### src/rtl/rpt_alarm_pkg.sv
package rpt_alarm_pkg;

    localparam int BCD_W  = 8;
    localparam int WDAY_W = 3;
    localparam int NFIELD = 9;

    typedef struct packed {
        logic              half;
        logic [BCD_W-1:0]  sec;
        logic [BCD_W-1:0]  min;
        logic [BCD_W-1:0]  hour;
        logic [WDAY_W-1:0] wday;
        logic [BCD_W-1:0]  day;
        logic [BCD_W-1:0]  month;
    } now_t;

    typedef struct packed {
        logic [BCD_W-1:0]  sec;
        logic [BCD_W-1:0]  min;
        logic [BCD_W-1:0]  hour;
        logic [WDAY_W-1:0] wday;
        logic [BCD_W-1:0]  day;
        logic [BCD_W-1:0]  month;
    } atime_t;

    typedef enum logic [0:0] {
        ST_OFF   = 1'b0,
        ST_ARMED = 1'b1
    } alm_state_t;

endpackage

### src/rtl/rpt_alarm_cmp.sv
module rpt_alarm_cmp
    import rpt_alarm_pkg::*;
#(
    parameter int MASK_W = 4
) (
    input  now_t              now,
    input  atime_t            ref_t,
    input  logic [MASK_W-1:0] code,
    output logic              hit
);

    localparam int LAST_CODE = 9;
    localparam int N_THERMO  = 6;

    logic [NFIELD-1:0] eq;
    logic [NFIELD-1:0] need;
    logic              legal;
    int                cval;

    assign cval  = int'(code);
    assign legal = (cval <= LAST_CODE);

    // Field order: half, sec lo, sec hi, min lo, min hi, hour, wday, day, month
    assign eq[0] = ~now.half;
    assign eq[1] = (now.sec[3:0]   == ref_t.sec[3:0]);
    assign eq[2] = (now.sec[7:4]   == ref_t.sec[7:4]);
    assign eq[3] = (now.min[3:0]   == ref_t.min[3:0]);
    assign eq[4] = (now.min[7:4]   == ref_t.min[7:4]);
    assign eq[5] = (now.hour       == ref_t.hour);
    assign eq[6] = (now.wday       == ref_t.wday);
    assign eq[7] = (now.day        == ref_t.day);
    assign eq[8] = (now.month      == ref_t.month);

    // The first six fields form a thermometer over the code value
    for (genvar i = 0; i < N_THERMO; i++) begin : g_thermo
        assign need[i] = legal && (cval > i);
    end

    assign need[6] = (cval == 7);
    assign need[7] = legal && (cval >= 8);
    assign need[8] = (cval == LAST_CODE);

    assign hit = legal && (&(eq | ~need));

endmodule

### src/rtl/rpt_alarm_vreg.sv
module rpt_alarm_vreg
    import rpt_alarm_pkg::*;
(
    input  logic   clk,
    input  logic   rst_n,
    input  logic   armed,
    input  logic   wr,
    input  atime_t wdata,
    output atime_t q
);

    always_ff @(posedge clk or negedge rst_n) begin
        if (!rst_n) begin
            q <= '0;
        end else if (wr && !armed) begin
            q <= wdata;
        end
    end

endmodule

### src/rtl/rpt_alarm_seq.sv
module rpt_alarm_seq
    import rpt_alarm_pkg::*;
#(
    parameter int MASK_W = 4,
    parameter int RPT_W  = 8
) (
    input  logic              clk,
    input  logic              rst_n,
    input  logic              tick,
    input  logic              hit,
    input  logic              cfg_wr,
    input  logic              cfg_en,
    input  logic [MASK_W-1:0] cfg_mask,
    input  logic [RPT_W-1:0]  cfg_rpt,
    input  logic              cfg_chime,
    output logic              armed,
    output logic [MASK_W-1:0] mask_q,
    output logic              chime_q,
    output logic [RPT_W-1:0]  rpt_q,
    output logic              irq,
    output logic              pulse
);

    localparam logic [RPT_W-1:0] RPT_TOP = {RPT_W{1'b1}};
    localparam logic [RPT_W-1:0] RPT_ONE = RPT_W'(1);

    alm_state_t state, state_nx;
    logic       fire;
    logic       last;

    assign fire  = (state == ST_ARMED) && tick && hit;
    assign last  = fire && (rpt_q == '0) && !chime_q;
    assign armed = (state == ST_ARMED);

    always_comb begin
        state_nx = state;
        unique case (state)
            ST_OFF: begin
                if (cfg_wr && cfg_en) state_nx = ST_ARMED;
            end
            ST_ARMED: begin
                if (cfg_wr)    state_nx = cfg_en ? ST_ARMED : ST_OFF;
                else if (last) state_nx = ST_OFF;
            end
            default: state_nx = ST_OFF;
        endcase
    end

    always_ff @(posedge clk or negedge rst_n) begin
        if (!rst_n) state <= ST_OFF;
        else        state <= state_nx;
    end

    always_ff @(posedge clk or negedge rst_n) begin
        if (!rst_n) begin
            irq     <= 1'b0;
            pulse   <= 1'b0;
            rpt_q   <= '0;
            mask_q  <= '0;
            chime_q <= 1'b0;
        end else begin
            irq <= fire;

            if (cfg_wr) begin
                rpt_q   <= cfg_rpt;
                mask_q  <= cfg_mask;
                chime_q <= cfg_chime;
            end else if (fire) begin
                if (rpt_q != '0) rpt_q <= rpt_q - RPT_ONE;
                else if (chime_q) rpt_q <= RPT_TOP;
            end

            unique case (state)
                ST_OFF:   pulse <= 1'b0;
                ST_ARMED: begin
                    if (state_nx == ST_OFF) pulse <= 1'b0;
                    else if (fire)          pulse <= ~pulse;
                end
                default:  pulse <= 1'b0;
            endcase
        end
    end

endmodule

### src/rtl/rpt_alarm.sv
module rpt_alarm
    import rpt_alarm_pkg::*;
#(
    parameter int MASK_W = 4,
    parameter int RPT_W  = 8
) (
    input  logic              clk,
    input  logic              rst_n,
    input  logic              tick,
    input  logic              now_half,
    input  logic [7:0]        now_sec,
    input  logic [7:0]        now_min,
    input  logic [7:0]        now_hour,
    input  logic [2:0]        now_wday,
    input  logic [7:0]        now_day,
    input  logic [7:0]        now_month,
    input  logic              set_wr,
    input  logic [7:0]        set_sec,
    input  logic [7:0]        set_min,
    input  logic [7:0]        set_hour,
    input  logic [2:0]        set_wday,
    input  logic [7:0]        set_day,
    input  logic [7:0]        set_month,
    input  logic              cfg_wr,
    input  logic              cfg_en,
    input  logic [MASK_W-1:0] cfg_mask,
    input  logic [RPT_W-1:0]  cfg_rpt,
    input  logic              cfg_chime,
    output logic              irq,
    output logic              alm_pulse,
    output logic              en_o,
    output logic [RPT_W-1:0]  rpt_o
);

    now_t              now_v;
    atime_t            set_v;
    atime_t            val_q;
    logic [MASK_W-1:0] mask_q;
    logic              chime_q;
    logic              hit;
    logic              armed;

    assign now_v = '{half: now_half, sec: now_sec, min: now_min, hour: now_hour,
                     wday: now_wday, day: now_day, month: now_month};
    assign set_v = '{sec: set_sec, min: set_min, hour: set_hour,
                     wday: set_wday, day: set_day, month: set_month};

    rpt_alarm_vreg u_vreg (
        .clk   (clk),
        .rst_n (rst_n),
        .armed (armed),
        .wr    (set_wr),
        .wdata (set_v),
        .q     (val_q)
    );

    rpt_alarm_cmp #(.MASK_W(MASK_W)) u_cmp (
        .now   (now_v),
        .ref_t (val_q),
        .code  (mask_q),
        .hit   (hit)
    );

    rpt_alarm_seq #(.MASK_W(MASK_W), .RPT_W(RPT_W)) u_seq (
        .clk       (clk),
        .rst_n     (rst_n),
        .tick      (tick),
        .hit       (hit),
        .cfg_wr    (cfg_wr),
        .cfg_en    (cfg_en),
        .cfg_mask  (cfg_mask),
        .cfg_rpt   (cfg_rpt),
        .cfg_chime (cfg_chime),
        .armed     (armed),
        .mask_q    (mask_q),
        .chime_q   (chime_q),
        .rpt_q     (rpt_o),
        .irq       (irq),
        .pulse     (alm_pulse)
    );

    assign en_o = armed;

endmodule

### config.mk
export PLATFORM = sky130hd
export DESIGN_NAME = rpt_alarm
export DESIGN_NICKNAME = d
export VERILOG_FILES = /design/src/rtl/rpt_alarm_pkg.sv /design/src/rtl/rpt_alarm_cmp.sv /design/src/rtl/rpt_alarm_vreg.sv /design/src/rtl/rpt_alarm_seq.sv /design/src/rtl/rpt_alarm.sv
export SDC_FILE = /design/constraint.sdc
export NUM_CORES = 1
export LEC_CHECK = 0
export BUFFER_PORTS_ARGS = -buffer_cell sky130_fd_sc_hd__buf_2
export CORE_MARGIN = 1
export CORE_UTILIZATION = 49
export DETAILED_ROUTE_END_ITERATION = 10
export PLACE_DENSITY = 0.8
export RECOVER_POWER = 50
export SLEW_MARGIN = 15
export SYNTH_ARGS = -nofsm -noshare
export SYNTH_HDL_FRONTEND = slang
export SYNTH_SLANG_ARGS = --single-unit
### constraint.sdc
create_clock -name clk -period 2.7 [get_ports clk]
set_input_delay 0.54 -clock clk [delete_from_list [all_inputs] [get_ports clk]]
set_output_delay 0.54 -clock clk [all_outputs]
set_load 0.05 [all_outputs]
## After elaboration in Yosys (flattened, before gate mapping)

Index checks and enable logic that the tools add are counted.

| operators by class | value |
|---|---|
| add/sub/neg operators | 1 |
| order comparisons | 8 |
| eq/ne operators | 11 |
| multiplexer cells | 12 |
| bitwise operators | 5 |
| reductions and logical operators | 22 |

Operators by type and width:

| kind | number |
|---|---|
| $mux 8 | 4 |
| $eq 8x8->1 | 3 |
| $eq 4x4->1 | 4 |
| $logic_and 1x1->1 | 14 |
| $not 9->9 | 1 |
| $or 9x9->9 | 1 |
| $reduce_and 9->1 | 1 |
| $eq 4x4->1 const B | 2 |
| $gt 4x1->1 const B | 2 |
| $gt 4x2->1 const B | 2 |
| $gt 4x3->1 const B | 2 |
| $logic_not 8->1 | 1 |
| $reduce_bool 8->1 | 1 |
| $sub 8x1->8 const B | 1 |
| $mux 1 | 6 |
| $ge 4x4->1 const B | 1 |
| $le 4x4->1 const B | 1 |
| $pmux 1 s2 | 2 |
| $eq 3x3->1 | 1 |
| $ne 3x3->1 const B | 1 |
| $not 1->1 | 3 |
| $reduce_bool 3->1 | 1 |
| $logic_not 1->1 | 2 |
| $reduce_and 2->1 | 1 |
| $reduce_bool 2->1 | 1 |

| storage, ports and cells | value |
|---|---|
| register bits after elaboration | 59 |
| input port bits | 106 |
| word-level logic and storage cells | 71 |

## Depth between registers and ports, before layout

| logic depth | value |
|---|---|
| word-level depth | 14 |
| mapped depth | 7 |
| mapped depth without buffers | 7 |

## Hierarchy

From an unflattened synthesis, not the netlist that was laid out.

| unflattened totals | value |
|---|---|
| cell total of the unflattened synthesis | 262 |
| area, all modules | 3315.7 sq um |

By module, submodules not included:

| module | times used | cells each | area an instance (sq um) |
|---|---|---|---|
| rpt_alarm_vreg | 1 | 92 | 1824.2 |
| rpt_alarm_seq | 1 | 99 | 928.4 |
| rpt_alarm_cmp | 1 | 71 | 563.0 |

## Least setup slack after synthesis

OpenSTA, ideal clock, no wires.

| timing | value |
|---|---|
| kind | in2reg |
| start | input port now_hour[7] |
| end | register u_seq.state, in the netlist u_seq.armed |
| arrival | 1.967 ns |
| data required time | 2.568 ns |
| slack | 0.602 ns |
| stages | 7 |
| buffers on the path | 1 |
| path through | xor2_1 nor4_2 a21oi_1 or3_1 buf_6 o41ai_1 o21ai_1 |

| on the way | value |
|---|---|
| word-level cells in the longest chain between the ends | 10 |

RTL lines:

| item | line | text |
|---|---|---|
| start: declaration | rpt_alarm.sv:13 | `input logic [7:0] now_hour,` |
| $eq 8x8->1 | rpt_alarm_cmp.sv:29 | `assign eq[5] = (now.hour == ref_t.hour);` |
| $or 9x9->9 | rpt_alarm_cmp.sv:43 | `assign hit = legal && (&(eq \| ~need));` |
| $reduce_and 9->1 | rpt_alarm_cmp.sv:43 |  |
| $logic_and 1x1->1 | rpt_alarm_cmp.sv:43 |  |
| $logic_and 1x1->1 | rpt_alarm_seq.sv:31 | `assign fire = (state == ST_ARMED) && tick && hit;` |
| $logic_and 1x1->1 (2 in series) | rpt_alarm_seq.sv:32 | `assign last = fire && (rpt_q == '0) && !chime_q;` |
| $mux 1 | rpt_alarm_seq.sv:43 | `else if (last) state_nx = ST_OFF;` |
| $mux 1 | rpt_alarm_seq.sv:42 | `if (cfg_wr) state_nx = cfg_en ? ST_ARMED : ST_OFF;` |
| $pmux 1 s2 | rpt_alarm_seq.sv:37 | `unique case (state)` |
| net u_seq.state_nx | rpt_alarm_seq.sv:27 | `alm_state_t state, state_nx;` |
| end signal: assignment | rpt_alarm_seq.sv:51 | `else state <= state_nx;` |
| end: declaration | rpt_alarm_seq.sv:27 |  |

The timed path passes the listed nets, and every way through them passes these cells.
A chain may end at the register's enable or synchronous reset.

## Worst setup path in the final report

| timing | value |
|---|---|
| start | register u_vreg.q[6] (netlist bit) |
| end | register u_seq.state, in the netlist u_seq.armed |

| on the way | value |
|---|---|
| word-level cells in the longest chain between the ends | 10 |

RTL lines:

| item | line | text |
|---|---|---|
| start: declaration | rpt_alarm_vreg.sv:9 | `output atime_t q` |
| start signal: assignment | rpt_alarm_vreg.sv:16 | `q <= wdata;` |
| $eq 8x8->1 | rpt_alarm_cmp.sv:32 | `assign eq[8] = (now.month == ref_t.month);` |
| $or 9x9->9 | rpt_alarm_cmp.sv:43 |  |
| $reduce_and 9->1 | rpt_alarm_cmp.sv:43 |  |
| $logic_and 1x1->1 | rpt_alarm_cmp.sv:43 |  |
| $logic_and 1x1->1 | rpt_alarm_seq.sv:31 |  |
| $logic_and 1x1->1 (2 in series) | rpt_alarm_seq.sv:32 |  |
| $mux 1 | rpt_alarm_seq.sv:43 |  |
| $mux 1 | rpt_alarm_seq.sv:42 |  |
| $pmux 1 s2 | rpt_alarm_seq.sv:37 |  |
| net u_seq.state_nx | rpt_alarm_seq.sv:27 |  |

The timed path passes the listed nets, and every way through them passes these cells.

==> results.tsv <==
stage	metric	value	unit
sta	rsz0062_at_grt	false	
synth	synthAdderAreaFrac	0.00796	
critical_path	worst-path-stages	6	
drt	postRouteAntennaNets	0	
critical_path	timing.rr.end	u_seq.armed$_DFF_PN0_	
critical_path	critical_path.max_fanout	8	
sta	worst_pin_slew	1.61	ns
clocking	cts_resized	0	
global_route	grt_max_degree	31	
sta	min_period	2.24	ns
clocking	htree_levels	3	
critical_path	cp.required	2.88	ns
critical_path	startpoint_type	flip-flop	
sta	slew_headroom	-0.0747	
die	coreArea	0.00606	mm2
sta	fmax	447	MHz
sta	setup_viol	0	
die	ios	117	
critical_path	cp_top_family	simple AND/OR/NAND/NOR gates	
clocking	postCtsSetupRepairBufs	0	
synth	netlist_area	0.00314	mm2
clocking	clkTransAtPathRegs	0.07	ns
synth	synthMuxAreaShare	0.178	
sta	finalCritPeriodShare	0.828	
clocking	cts_buffers	9	
clocking	clk_path_buf_depth	2	
power_and_ir_drop	p_total	2.45	mW
outcome	violations	capacitance limit, slew limit	
power_and_ir_drop	p_leak	1.83	nW
die	dieWidth	82.1	um
drt	drt-total-wl	6900	um
power_and_ir_drop	internal-power	1.75	mW
sta	skew	0.00867	ns
global_route	grt_pass1_vias	2511	
critical_path	max_stage_delay	0.53	ns
critical_path	crit_path_top_delay_cell	or3_1	
drt	drc	0	
layout	drive_above_1_share	0.480	
critical_path	crit_path_end	u_seq.armed$_DFF_PN0_	
drt	avgViaCountPerCell	5.25	
sta	maxSlewViolCount	61	
global_route	grt_overflow	0	
clocking	cts.sinks	59	
sta	holdWs	0.408	ns
critical_path	ff2ff_setup_slack	0.46	ns
min_path	hp-class	primary input to flip-flop	
layout	syn_to_final_growth	27.0	%
place	io_buffers	116	
layout	nets	499	
layout	design_area	0.00399	mm2
critical_path	critPathCaptureType	flip-flop	
synth	synthSimpleGateAreaFrac	0.128	
place	gp_congestion	0.882	
power_and_ir_drop	max-vdd-ir-drop	0.590	mV
synth	ys.flop_type	dfrtp_1	
run	drv_cap	2	
power_and_ir_drop	swShare	0.288	
drt	dr.pass1.iters	4	
synth	synth.distinct_cells	41	
synth	yosysWarnings	0	
die	start_util	0.519	
clocking	clockRootBuffer	clkbuf_8	
drt	drt_iter0_drc	93	
die	dieArea	0.00674	mm2
critical_path	r2r-start	u_vreg.q[6]$_DFFE_PN0P_	
outcome	status	finished with violations	
synth	synth_top_family_by_area	multiplexers	
global_route	grt_pass1_wl	11400	um
critical_path	critPathBufInv	0	
power_and_ir_drop	power.switching	0.707	mW
synth	ys_seq_area_frac	0.470	
global_route	grt_use_total	0.231	
synth	synthXorXnorAreaFrac	0.120	
power_and_ir_drop	powerDensity	614	mW/mm2
synth	ys_seq_elements	59	
power_and_ir_drop	combPwrFrac	0.220	
synth	synth-compound-area-share	0.0728	
drt	vias	2471	
critical_path	rr_worst_depth	6	
power_and_ir_drop	p_clk_frac	0.323	
clocking	clock_latency	0.34	ns
clocking	cts_hold_buffers	0	
clocking	cts_tree	done	
drt	wl_per_cell	14.6	um
sta	fin_setup_tns	0	ns
power_and_ir_drop	p_seq_frac	0.456	
place	post-dp-hpwl	5250	um
synth	syn_nets	377	
layout	n_antenna_cell	0	
synth	synth_edf_count	0	
critical_path	crit_path_start	u_vreg.q[6]$_DFFE_PN0P_	
critical_path	critPathKind	flip-flop to flip-flop	
synth	avgSynthCellArea	11.7	um2
synth	synth_async_sr_flop_share	1.00	
die	num_rows	28	
sta	finalHoldViolCount	0	
die	die_y	82.1	um
global_route	antenna_found_initial	0	
synth	syn_inst	269	
critical_path	cp.arrival	2.42	ns
place	dpl_cell_area	0.00381	mm2
critical_path	cp_cell_sequence	xor2_1, nor4_1, a21oi_1, or3_1, o41ai_1, o21ai_1	
## state kept, by name, summed over array words and instances (netlist names)
signal         flops
u_seq.armed        1
u_seq.chime_q      1
u_seq.irq          1
u_seq.mask_q       4
u_seq.pulse        1
u_seq.rpt_q        8
u_vreg.q          43
## cell families (layout without fill, tap and decap cells)
family          count (synthesis)  count (layout)
compound gates                 34              34
xor+xnor                       43              43
fa+ha+maj                       2               2
buf+inv                        13             140
flops                          59              59
mux                            50              50
simple gates                   68              68
## worst min-delay path, delay by kind of cell
kind | cells | cell delay [ns]
buffers and inverters | 1 | 0.07
AO/OA/AOI/OAI | 1 | 0.05
AND/OR/NAND/NOR | 1 | 0.04
## power groups by stage
stage	clock network [mW]	registers (mW)	logic [mW]
after detailed placement	0	1.14	0.548
after floorplan	0	1.15	0.337
after global placement	0	1.13	0.531
after global routing	0.846	1.14	0.602
after CTS	0.812	1.12	0.551
final	0.793	1.12	0.541
## Yosys cell counts (6+ instances only)
cell type / n / area share
xor2_1: 27 / 0.075
nand3_1: 9 / 0.014
clkbuf_1: 6 / 0.0072
nor4_1: 6 / 0.012
dfrtp_1: 59 / 0.47
nand2_1: 18 / 0.021
mux2_2: 48 / 0.17
a21oi_1: 9 / 0.014
nor3_1: 7 / 0.011
nor2_1: 8 / 0.0096
xnor2_1: 16 / 0.045
o31ai_1: 8 / 0.019
## placed cells by master, fill, tap and decap left out, types with 3 or more instances in the layout
master and instances:
o21ai_0 4, o31ai_1 8, a21oi_1 9, xor2_1 27
nor4_2 3, or3_1 3, nor2_1 8, nand2_1 18
nor3_1 7, a31oi_1 4, mux2_2 47, inv_1 4
dfrtp_1 59, clkbuf_1 5, nand3_1 9, nand4_1 3
clkinv_2 3, clkbuf_8 10, buf_2 114, xnor2_1 16
nor4_1 6
## worst min-delay path by stage
stage	depth (start not counted)	slack, ns	endpoint	from
finish	3	0.41	u_seq.rpt_q[0]$_DFFE_PN0P_	cfg_rpt[0]
global route	3	0.41	u_seq.rpt_q[0]$_DFFE_PN0P_	cfg_rpt[0]
CTS	2	0.22	u_vreg.q[35]$_DFFE_PN0P_	rst_n
detailed placement	1	0.52	u_vreg.q[21]$_DFFE_PN0P_	u_vreg.q[21]$_DFFE_PN0P_
global placement	1	0.51	u_vreg.q[25]$_DFFE_PN0P_	u_vreg.q[25]$_DFFE_PN0P_
floorplan	0	0.24	u_seq.armed$_DFF_PN0_	rst_n
## cell type report
type	instances	area (um2)
Clock buffer	11	141
Clock inverter	5	52.6
Fill cell	516	2070
Inverter	4	15.0
Multi-Input combinational cell	197	1600
Sequential cell	59	1480
Tap cell	75	93.8
Timing Repair Buffer	120	613
## through the flow
stage / util / setup WS [ns] / std cells
2_1_floorplan: - / 0.602 / 269
3_3_place_gp: 0.629 / 0.227 / 455
3_5_place_dp: 0.629 / 0.207 / 455
4_1_cts: 0.661 / 0.436 / 471
5_1_grt: 0.659 / 0.215 / 471
6_report: 0.659 / 0.463 / 471
## metal layers
metal | vias up | track usage | wire [um] | part of all wire
li1 | 1211 | - | - | -
met2 | 92 | 0.387 | 3390 | 0.49
met4 | 0 | 0.112 | 136 | 0.020
met1 | 1158 | 0.283 | 2930 | 0.42
met5 | - | 0 | 0 | 0
met3 | 10 | 0.0473 | 441 | 0.064
Note: power is estimated with default switching activity, not from simulation.
